### src/rtl/ret_stack_pkg.sv
// Shared definitions for the return stack: status bit positions and operation codes.
package ret_stack_pkg;
    localparam int ST_EMPTY = 0;
    localparam int ST_FULL  = 1;
    localparam int ST_OVF   = 2;
    localparam int ST_UDF   = 3;
    localparam int ST_BITS  = 4;

    typedef enum logic [1:0] {
        OP_IDLE = 2'd0,
        OP_PUSH = 2'd1,
        OP_POP  = 2'd2,
        OP_SWAP = 2'd3
    } stk_op_e;
endpackage

### src/rtl/rs_level_ctrl.sv
// Occupancy counter and operation decoder.
// Turns the push and pop strobes into memory write and read requests and
// status events. Assumes the strobes are single-cycle and already synchronous.
module rs_level_ctrl
    import ret_stack_pkg::*;
#(
    parameter int DEPTH = 30,
    parameter int LW    = $clog2(DEPTH + 1),
    parameter int AW    = $clog2(DEPTH)
) (
    input  logic          clk,
    input  logic          rst_n,
    input  logic          push,
    input  logic          pop,
    output logic [LW-1:0] level,
    output logic          wr_en,
    output logic [AW-1:0] wr_addr,
    output logic          rd_en,
    output logic [AW-1:0] rd_addr,
    output logic          rd_zero,
    output logic          ev_full,
    output logic          ev_empty,
    output logic          ev_ovf,
    output logic          ev_udf
);
    localparam logic [LW-1:0] FULL_LVL = LW'(DEPTH);
    localparam logic [LW-1:0] NEAR_LVL = LW'(DEPTH - 1);
    localparam logic [LW-1:0] ONE_LVL  = LW'(1);

    stk_op_e       op;
    logic [LW-1:0] level_nx;
    logic          is_full, is_empty;

    assign op       = stk_op_e'({pop, push});
    assign is_full  = (level == FULL_LVL);
    assign is_empty = (level == '0);

    // Decode the operation into the next level, the memory requests and the events.
    always_comb begin
        level_nx = level;
        wr_en    = 1'b0;
        wr_addr  = '0;
        rd_en    = 1'b0;
        rd_addr  = '0;
        rd_zero  = 1'b0;
        ev_full  = 1'b0;
        ev_empty = 1'b0;
        ev_ovf   = 1'b0;
        ev_udf   = 1'b0;
        unique case (op)
            OP_PUSH: begin
                if (is_full) begin
                    ev_ovf = 1'b1;
                end else begin
                    wr_en    = 1'b1;
                    wr_addr  = AW'(level);
                    level_nx = level + ONE_LVL;
                    ev_full  = (level == NEAR_LVL);
                end
            end
            OP_POP: begin
                if (is_empty) begin
                    ev_udf  = 1'b1;
                    rd_zero = 1'b1;
                end else begin
                    rd_en    = 1'b1;
                    rd_addr  = AW'(level - ONE_LVL);
                    level_nx = level - ONE_LVL;
                    ev_empty = (level == ONE_LVL);
                end
            end
            OP_SWAP: begin
                if (is_empty) begin
                    ev_udf   = 1'b1;
                    rd_zero  = 1'b1;
                    wr_en    = 1'b1;
                    wr_addr  = '0;
                    level_nx = ONE_LVL;
                end else begin
                    rd_en   = 1'b1;
                    rd_addr = AW'(level - ONE_LVL);
                    wr_en   = 1'b1;
                    wr_addr = AW'(level - ONE_LVL);
                end
            end
            default: ;
        endcase
    end

    // Register the occupancy count.
    always_ff @(posedge clk) begin
        if (!rst_n) level <= '0;
        else        level <= level_nx;
    end

    // the occupancy never goes beyond the capacity
    a_r2_level_bound: assert property (@(posedge clk) disable iff (!rst_n)
        level <= FULL_LVL);

    // a lone push on a non-full stack raises the level by one
    a_r4_push_step: assert property (@(posedge clk) disable iff (!rst_n)
        (push && !pop && level != FULL_LVL) |=> (level == $past(level) + ONE_LVL));

    // a swap on a non-empty stack keeps the level
    a_r5_swap_keep: assert property (@(posedge clk) disable iff (!rst_n)
        (push && pop && level != '0) |=> $stable(level));

    // a push on a full stack leaves it full
    a_r6_full_hold: assert property (@(posedge clk) disable iff (!rst_n)
        (push && !pop && level == FULL_LVL) |=> (level == FULL_LVL));
endmodule

### src/rtl/rs_store.sv
// Entry storage and pop-data register.
// Writes one entry per cycle. A read captures the addressed entry, or zero
// on underflow, into the output register. Reads see the value from before
// any write made in the same cycle.
module rs_store #(
    parameter int DEPTH = 30,
    parameter int WIDTH = 24,
    parameter int AW    = $clog2(DEPTH)
) (
    input  logic             clk,
    input  logic             rst_n,
    input  logic             wr_en,
    input  logic [AW-1:0]    wr_addr,
    input  logic [WIDTH-1:0] wr_data,
    input  logic             rd_en,
    input  logic [AW-1:0]    rd_addr,
    input  logic             rd_zero,
    output logic [WIDTH-1:0] rd_data
);
    logic [WIDTH-1:0] mem [DEPTH];

    // Write the addressed entry.
    always_ff @(posedge clk) begin
        if (wr_en) mem[wr_addr] <= wr_data;
    end

    // Capture the popped value, or zero on underflow.
    always_ff @(posedge clk) begin
        if (!rst_n)       rd_data <= '0;
        else if (rd_en)   rd_data <= mem[rd_addr];
        else if (rd_zero) rd_data <= '0;
    end

    // an underflowing pop yields zero
    a_r7_udf_zero: assert property (@(posedge clk) disable iff (!rst_n)
        rd_zero |=> (rd_data == '0));

    // without a read request the output holds its value
    a_r3_hold: assert property (@(posedge clk) disable iff (!rst_n)
        (!rd_en && !rd_zero) |=> $stable(rd_data));
endmodule

### src/rtl/rs_status.sv
// Sticky status bits and interrupt request.
// Sets bits from single-cycle events and clears all of them on a clear
// strobe, which wins over any set in the same cycle. The request is formed
// from the level and the full bit, gated by the mask.
module rs_status
    import ret_stack_pkg::*;
#(
    parameter int DEPTH = 30,
    parameter int LW    = $clog2(DEPTH + 1)
) (
    input  logic               clk,
    input  logic               rst_n,
    input  logic [LW-1:0]      level,
    input  logic               ev_full,
    input  logic               ev_empty,
    input  logic               ev_ovf,
    input  logic               ev_udf,
    input  logic               clr,
    input  logic               irq_mask,
    output logic [ST_BITS-1:0] sticky,
    output logic               irq
);
    localparam logic [LW-1:0] NEAR_LVL = LW'(DEPTH - 1);

    logic [ST_BITS-1:0] ev_vec;

    // Gather the events into status bit positions.
    always_comb begin
        ev_vec           = '0;
        ev_vec[ST_EMPTY] = ev_empty;
        ev_vec[ST_FULL]  = ev_full;
        ev_vec[ST_OVF]   = ev_ovf;
        ev_vec[ST_UDF]   = ev_udf;
    end

    // Hold the sticky bits: reset marks empty, clear wins over sets.
    always_ff @(posedge clk) begin
        if (!rst_n)   sticky <= ST_BITS'(1) << ST_EMPTY;
        else if (clr) sticky <= '0;
        else          sticky <= sticky | ev_vec;
    end

    // Raise the request near or at capacity unless masked.
    assign irq = !irq_mask && ((level >= NEAR_LVL) || sticky[ST_FULL]);

    // a clear empties the status register
    a_r10_clear: assert property (@(posedge clk) disable iff (!rst_n)
        clr |=> (sticky == '0));

    // an overflow event is recorded when not cleared
    a_r6_ovf_sticky: assert property (@(posedge clk) disable iff (!rst_n)
        (ev_ovf && !clr) |=> sticky[ST_OVF]);

    // the mask suppresses the request
    a_r9_mask: assert property (@(posedge clk) disable iff (!rst_n)
        irq_mask |-> !irq);

    // without a clear no bit falls
    a_r10_no_fall: assert property (@(posedge clk) disable iff (!rst_n)
        !clr |=> ((sticky & $past(sticky)) == $past(sticky)));
endmodule

### src/rtl/ret_stack.sv
// Return address stack, top level.
// Joins the level controller, entry storage and status logic. Assumes
// single-cycle strobes from a synchronous sequencer.
module ret_stack
    import ret_stack_pkg::*;
#(
    parameter int DEPTH = 30,
    parameter int WIDTH = 24,
    localparam int LW   = $clog2(DEPTH + 1)
) (
    input  logic             clk,
    input  logic             rst_n,
    input  logic             push_i,
    input  logic             pop_i,
    input  logic [WIDTH-1:0] push_data_i,
    input  logic             clr_i,
    input  logic             irq_mask_i,
    output logic [WIDTH-1:0] pop_data_o,
    output logic [LW-1:0]    sp_o,
    output logic [3:0]       status_o,
    output logic             irq_o
);
    localparam int AW = $clog2(DEPTH);

    logic          wr_en, rd_en, rd_zero;
    logic [AW-1:0] wr_addr, rd_addr;
    logic          ev_full, ev_empty, ev_ovf, ev_udf;
    logic [LW-1:0] level;

    rs_level_ctrl #(.DEPTH(DEPTH), .LW(LW), .AW(AW)) u_ctrl (
        .clk(clk), .rst_n(rst_n), .push(push_i), .pop(pop_i),
        .level(level), .wr_en(wr_en), .wr_addr(wr_addr),
        .rd_en(rd_en), .rd_addr(rd_addr), .rd_zero(rd_zero),
        .ev_full(ev_full), .ev_empty(ev_empty), .ev_ovf(ev_ovf), .ev_udf(ev_udf)
    );

    rs_store #(.DEPTH(DEPTH), .WIDTH(WIDTH), .AW(AW)) u_store (
        .clk(clk), .rst_n(rst_n), .wr_en(wr_en), .wr_addr(wr_addr),
        .wr_data(push_data_i), .rd_en(rd_en), .rd_addr(rd_addr),
        .rd_zero(rd_zero), .rd_data(pop_data_o)
    );

    rs_status #(.DEPTH(DEPTH), .LW(LW)) u_status (
        .clk(clk), .rst_n(rst_n), .level(level),
        .ev_full(ev_full), .ev_empty(ev_empty), .ev_ovf(ev_ovf), .ev_udf(ev_udf),
        .clr(clr_i), .irq_mask(irq_mask_i), .sticky(status_o), .irq(irq_o)
    );

    assign sp_o = level;
endmodule

### config.mk
export PLATFORM = sky130hd
export DESIGN_NAME = ret_stack
export DESIGN_NICKNAME = d
export VERILOG_FILES = /design/src/rtl/ret_stack_pkg.sv /design/src/rtl/rs_level_ctrl.sv /design/src/rtl/rs_store.sv /design/src/rtl/rs_status.sv /design/src/rtl/ret_stack.sv
export SDC_FILE = /design/constraint.sdc
export NUM_CORES = 1
export LEC_CHECK = 0
export BUFFER_PORTS_ARGS = -buffer_cell sky130_fd_sc_hd__clkbuf_2
export CORE_MARGIN = 3
export CORE_UTILIZATION = 40
export CTS_CLUSTER_DIAMETER = 50
export CTS_CLUSTER_SIZE = 20
export DETAILED_ROUTE_END_ITERATION = 10
export RECOVER_POWER = 100
export SLEW_MARGIN = 10
export SYNTH_ARGS = -nofsm -noshare
export SYNTH_HDL_FRONTEND = slang
export SYNTH_SLANG_ARGS = --single-unit
### constraint.sdc
create_clock -name clk -period 13.65 [get_ports clk]
set_clock_uncertainty 0.15 [all_clocks]
set_input_delay 0.6825 -clock clk [delete_from_list [all_inputs] [get_ports clk]]
set_output_delay 0.6825 -clock clk [all_outputs]
set_load 0.005 [all_outputs]
==> run summary <==
status -> finished with violations
failing checks -> capacitance limit, slew limit
Worst Path Arrival -> 9.23 ns
sum of negative setup slack -> 0 ns
DRT Wirelength -> 90300 um
Yosys top cell by area -> edfxtp_1
Hold Path Depth -> 2
final count of hold timing violations -> 0
Reg area -> 0.0223 mm2
CP Capture Type -> flop
fill count -> 6786
asr flop ratio synth -> 0%
num rows -> 101
Slew headroom -> -71.5%
count of maximum capacitance violations -> 27
Slew @ Worst Pin -> 2.56 ns
area of the die -> 0.0803 mm2
Clock transition at path regs -> 0.06 ns
Post-Synthesis Cells -> 2180
period utilization -> 67.1%
Hold Buf Count CTS -> 0
Yosys warnings -> 0
Residual DRC -> 0
crit-path max FO -> 56
post-cts sizing count -> 0
RSZ-0062 raised after global routing -> false
pin count of the biggest net entering global routing -> 93
CTS Root Cell -> clkbuf_16
P per Cell Area -> 163 mW/mm2
Final setup viols -> 0
Synth-to-Final Area Change -> 12.3%
placer congestion estimate -> 0.918
RR Startpoint -> u_ctrl.level[0]
worst reg2reg path depth -> 9
Req. time, crit path -> 13.71 ns
CTS Buf Count -> 73
vias in the first global route -> 19493
H-tree depth -> 3
Longest Clk Path Bufs -> 3
clk sink count -> 753
WL/cell -> 27.6 um
Die Wd -> 283 um
Netlist Area Pre-Place -> 0.0308 mm2
pins over their slew limit -> 859
Core Region -> 0.0761 mm2
Synth Area per Inst -> 14.1 um2
worst skew pair latency -> 0.63 ns
element type at the critical path start -> flop
Antenna diodes -> 0
Period minus WS final -> 9.17 ns
post-synthesis sequential area ratio -> 72.4%
antenna violations before repair -> 3
starting DRC count in detailed routing -> 2556
Routed Antenna Nets -> 0
io pins -> 64
most used flip-flop cell after synthesis -> edfxtp_1
Multi-input gate area -> 0.00782 mm2
fmax -> 0.109 GHz
maximum VDD drop -> 113 uV
syn_nets -> 2215
Overflow after GRT -> 0
final setup margin -> 4.48 ns
hold path start -> clr_i
HP Class -> in -> reg
Via density -> 6.08
leakage power -> 10.7 nW
post-CTS setup buffer count -> 0
post-synth cell types -> 76
Hold Path End -> u_status.sticky[0]
r2r endpoint -> u_store.mem[2][10]
Synth top area share -> 70.3%
register-to-register setup slack -> 4.48 ns
pre-CTS setup slack -> 8.25 ns
detailed placement HPWL -> 54700 um
Yosys reg bits -> 753
Die H -> 283 um
Synth area leaders -> edfxtp_1 (70%), nand2_1 (3.2%), a21oi_1 (2.5%)
share of cells above drive strength 1 -> 10.9%
first-pass GRT wire length -> 131000 um
number of flops mapped to enable cells by yosys -> 720
Via Count -> 19940
kind of critical path -> reg -> reg
Initial DRT Pass Iterations -> 6
CTS tree -> built
number of port buffers -> 63
initial core utilization -> 40.4%
Total GRT Usage -> 21.9%
# nets final -> 2221
-- state kept, by name (all words and copies together), names as in the netlist --
| name | count |
|---|---|
| u_status.sticky | 4 |
| u_ctrl.level | 5 |
| u_store.rd_data | 24 |
| u_store.mem | 720 |
-- stage by stage --
| stage | cell area, um2 | utilization, % | total power [mW] | instances | hold slack, ns |
|---|---|---|---|---|---|
| finish | 34600 | 45.4 | 5.62 | 3277 | 0.145 |
| detailed placement | 32100 | 42.2 | 3.53 | 3141 | 0.322 |
| global route | 34600 | 45.4 | 5.79 | 3277 | 0.138 |
| global placement | 32100 | 42.2 | 3.52 | 3141 | 0.312 |
| CTS | 34700 | 45.6 | 5.64 | 3277 | 0.107 |
| floorplan | 30800 | - | 3.18 | 2180 | 0.294 |
-- cell usage in the layout, fill, tap and decap left out, types with 12 or more instances in the layout --
master     netlist  final
o21ai_0         74     74
edfxtp_1       720    720
nand3_1         48     49
mux2i_1         72     72
nor2_4           1     25
a31oi_1         31     31
clkbuf_16        0     74
inv_6            0     12
clkbuf_1        82     53
nand2_1        261    261
o22ai_1         36     36
nor2b_1         14     13
nor4_1          43     42
dfxtp_1         33     33
o311ai_0        18     18
o221ai_1        15     15
nor2_1          80     51
and3_1          16     16
nor3b_1         14     14
nor3_1          35     35
o41ai_1         13     13
and2_1          14     12
nor4b_1         12     13
a221oi_1        82     82
a21oi_1        155    156
inv_1           15     15
a22oi_1         14     14
clkbuf_2         0     18
o31ai_1         14     14
buf_4           11     33
a211oi_1        42     42
-- logic make-up after synthesis --
family | count (synthesis) | synth area share [%]
AOI/OAI and AO/OA | 575 | 12.8
xor gates and xnor gates | 3 | 0.110
adders and majority gates | 5 | 0.203
buffers and inverters | 189 | 2.82
DFF | 753 | 72.4
muxes | 82 | 2.71
and+or+nand+nor | 573 | 8.88
-- final cells by class --
| class | count | share of cell area [%] |
|---|---|---|
| clock buffers | 76 | 5.38 |
| clock inverters | 60 | 2.05 |
| inverters | 18 | 0.199 |
| multi-input cells | 1238 | 22.6 |
| flip-flops and latches | 753 | 64.5 |
| well taps | 1030 | 3.73 |
| repair buffers | 102 | 1.53 |
-- power breakdown --
group | total [mW] | switching [mW] | leakage [nW] | internal (mW)
sequential | 2.63 | 0.0431 | 6.76 | 2.58
combinational | 0.864 | 0.635 | 2.72 | 0.229
clock | 2.12 | 0.978 | 1.24 | 1.15
total | 5.62 | 1.66 | 10.7 | 3.96
-- layer usage --
layer / share of wire (%) / vias to the layer above / track usage, %
met2: 45 / 1018 / 33.6
li1: - / 8657 / -
met1: 42 / 10096 / 30.4
met5: 0.025 / - / 0
met3: 10 / 165 / 6.21
met4: 3.0 / 4 / 6.77
-- synthesized netlist by cell type (10+ instances only) --
cell	number
edfxtp_1	720
nand4_1	10
and3_1	16
clkbuf_1	82
buf_4	11
inv_1	15
o22ai_1	36
buf_2	57
o41ai_1	13
mux2_2	10
o31ai_1	14
a22oi_1	14
o311ai_0	18
a221oi_1	82
a211oi_1	42
nor4_1	43
a21oi_1	155
buf_1	15
dfxtp_1	33
nor2_1	80
nand3_1	48
o221ai_1	15
nor3_1	35
a31oi_1	31
a211o_1	10
and2_1	14
nand2_1	261
nor2b_1	14
nor3b_1	14
o21ai_0	74
mux2i_1	72
nor4b_1	12
-- worst max path at each step --
stage	from	endpoint	depth (start not counted)
3_5_place_dp	u_ctrl.level[0]	u_store.mem[16][8]	8
3_3_place_gp	u_ctrl.level[0]	u_store.mem[6][4]	8
6_report	u_ctrl.level[0]	u_store.mem[2][10]	9
4_1_cts	u_ctrl.level[0]	u_store.mem[16][23]	8
2_1_floorplan	u_ctrl.level[0]	u_store.mem[16][0]	12
5_1_grt	u_ctrl.level[0]	u_store.mem[2][10]	9
-- critical path, stage by stage, from the launching register on --
cell	delay (ns)
dfxtp_1	1.43
clkinvlp_2	2.35
ha_1	1.19
or4b_4	0.67
nand2b_4	0.53
nand2_1	0.27
and2_0	0.20
nand2_1	0.39
nor2_2	0.33
clkbuf_1	1.17
(Power assumes the default switching activity.)
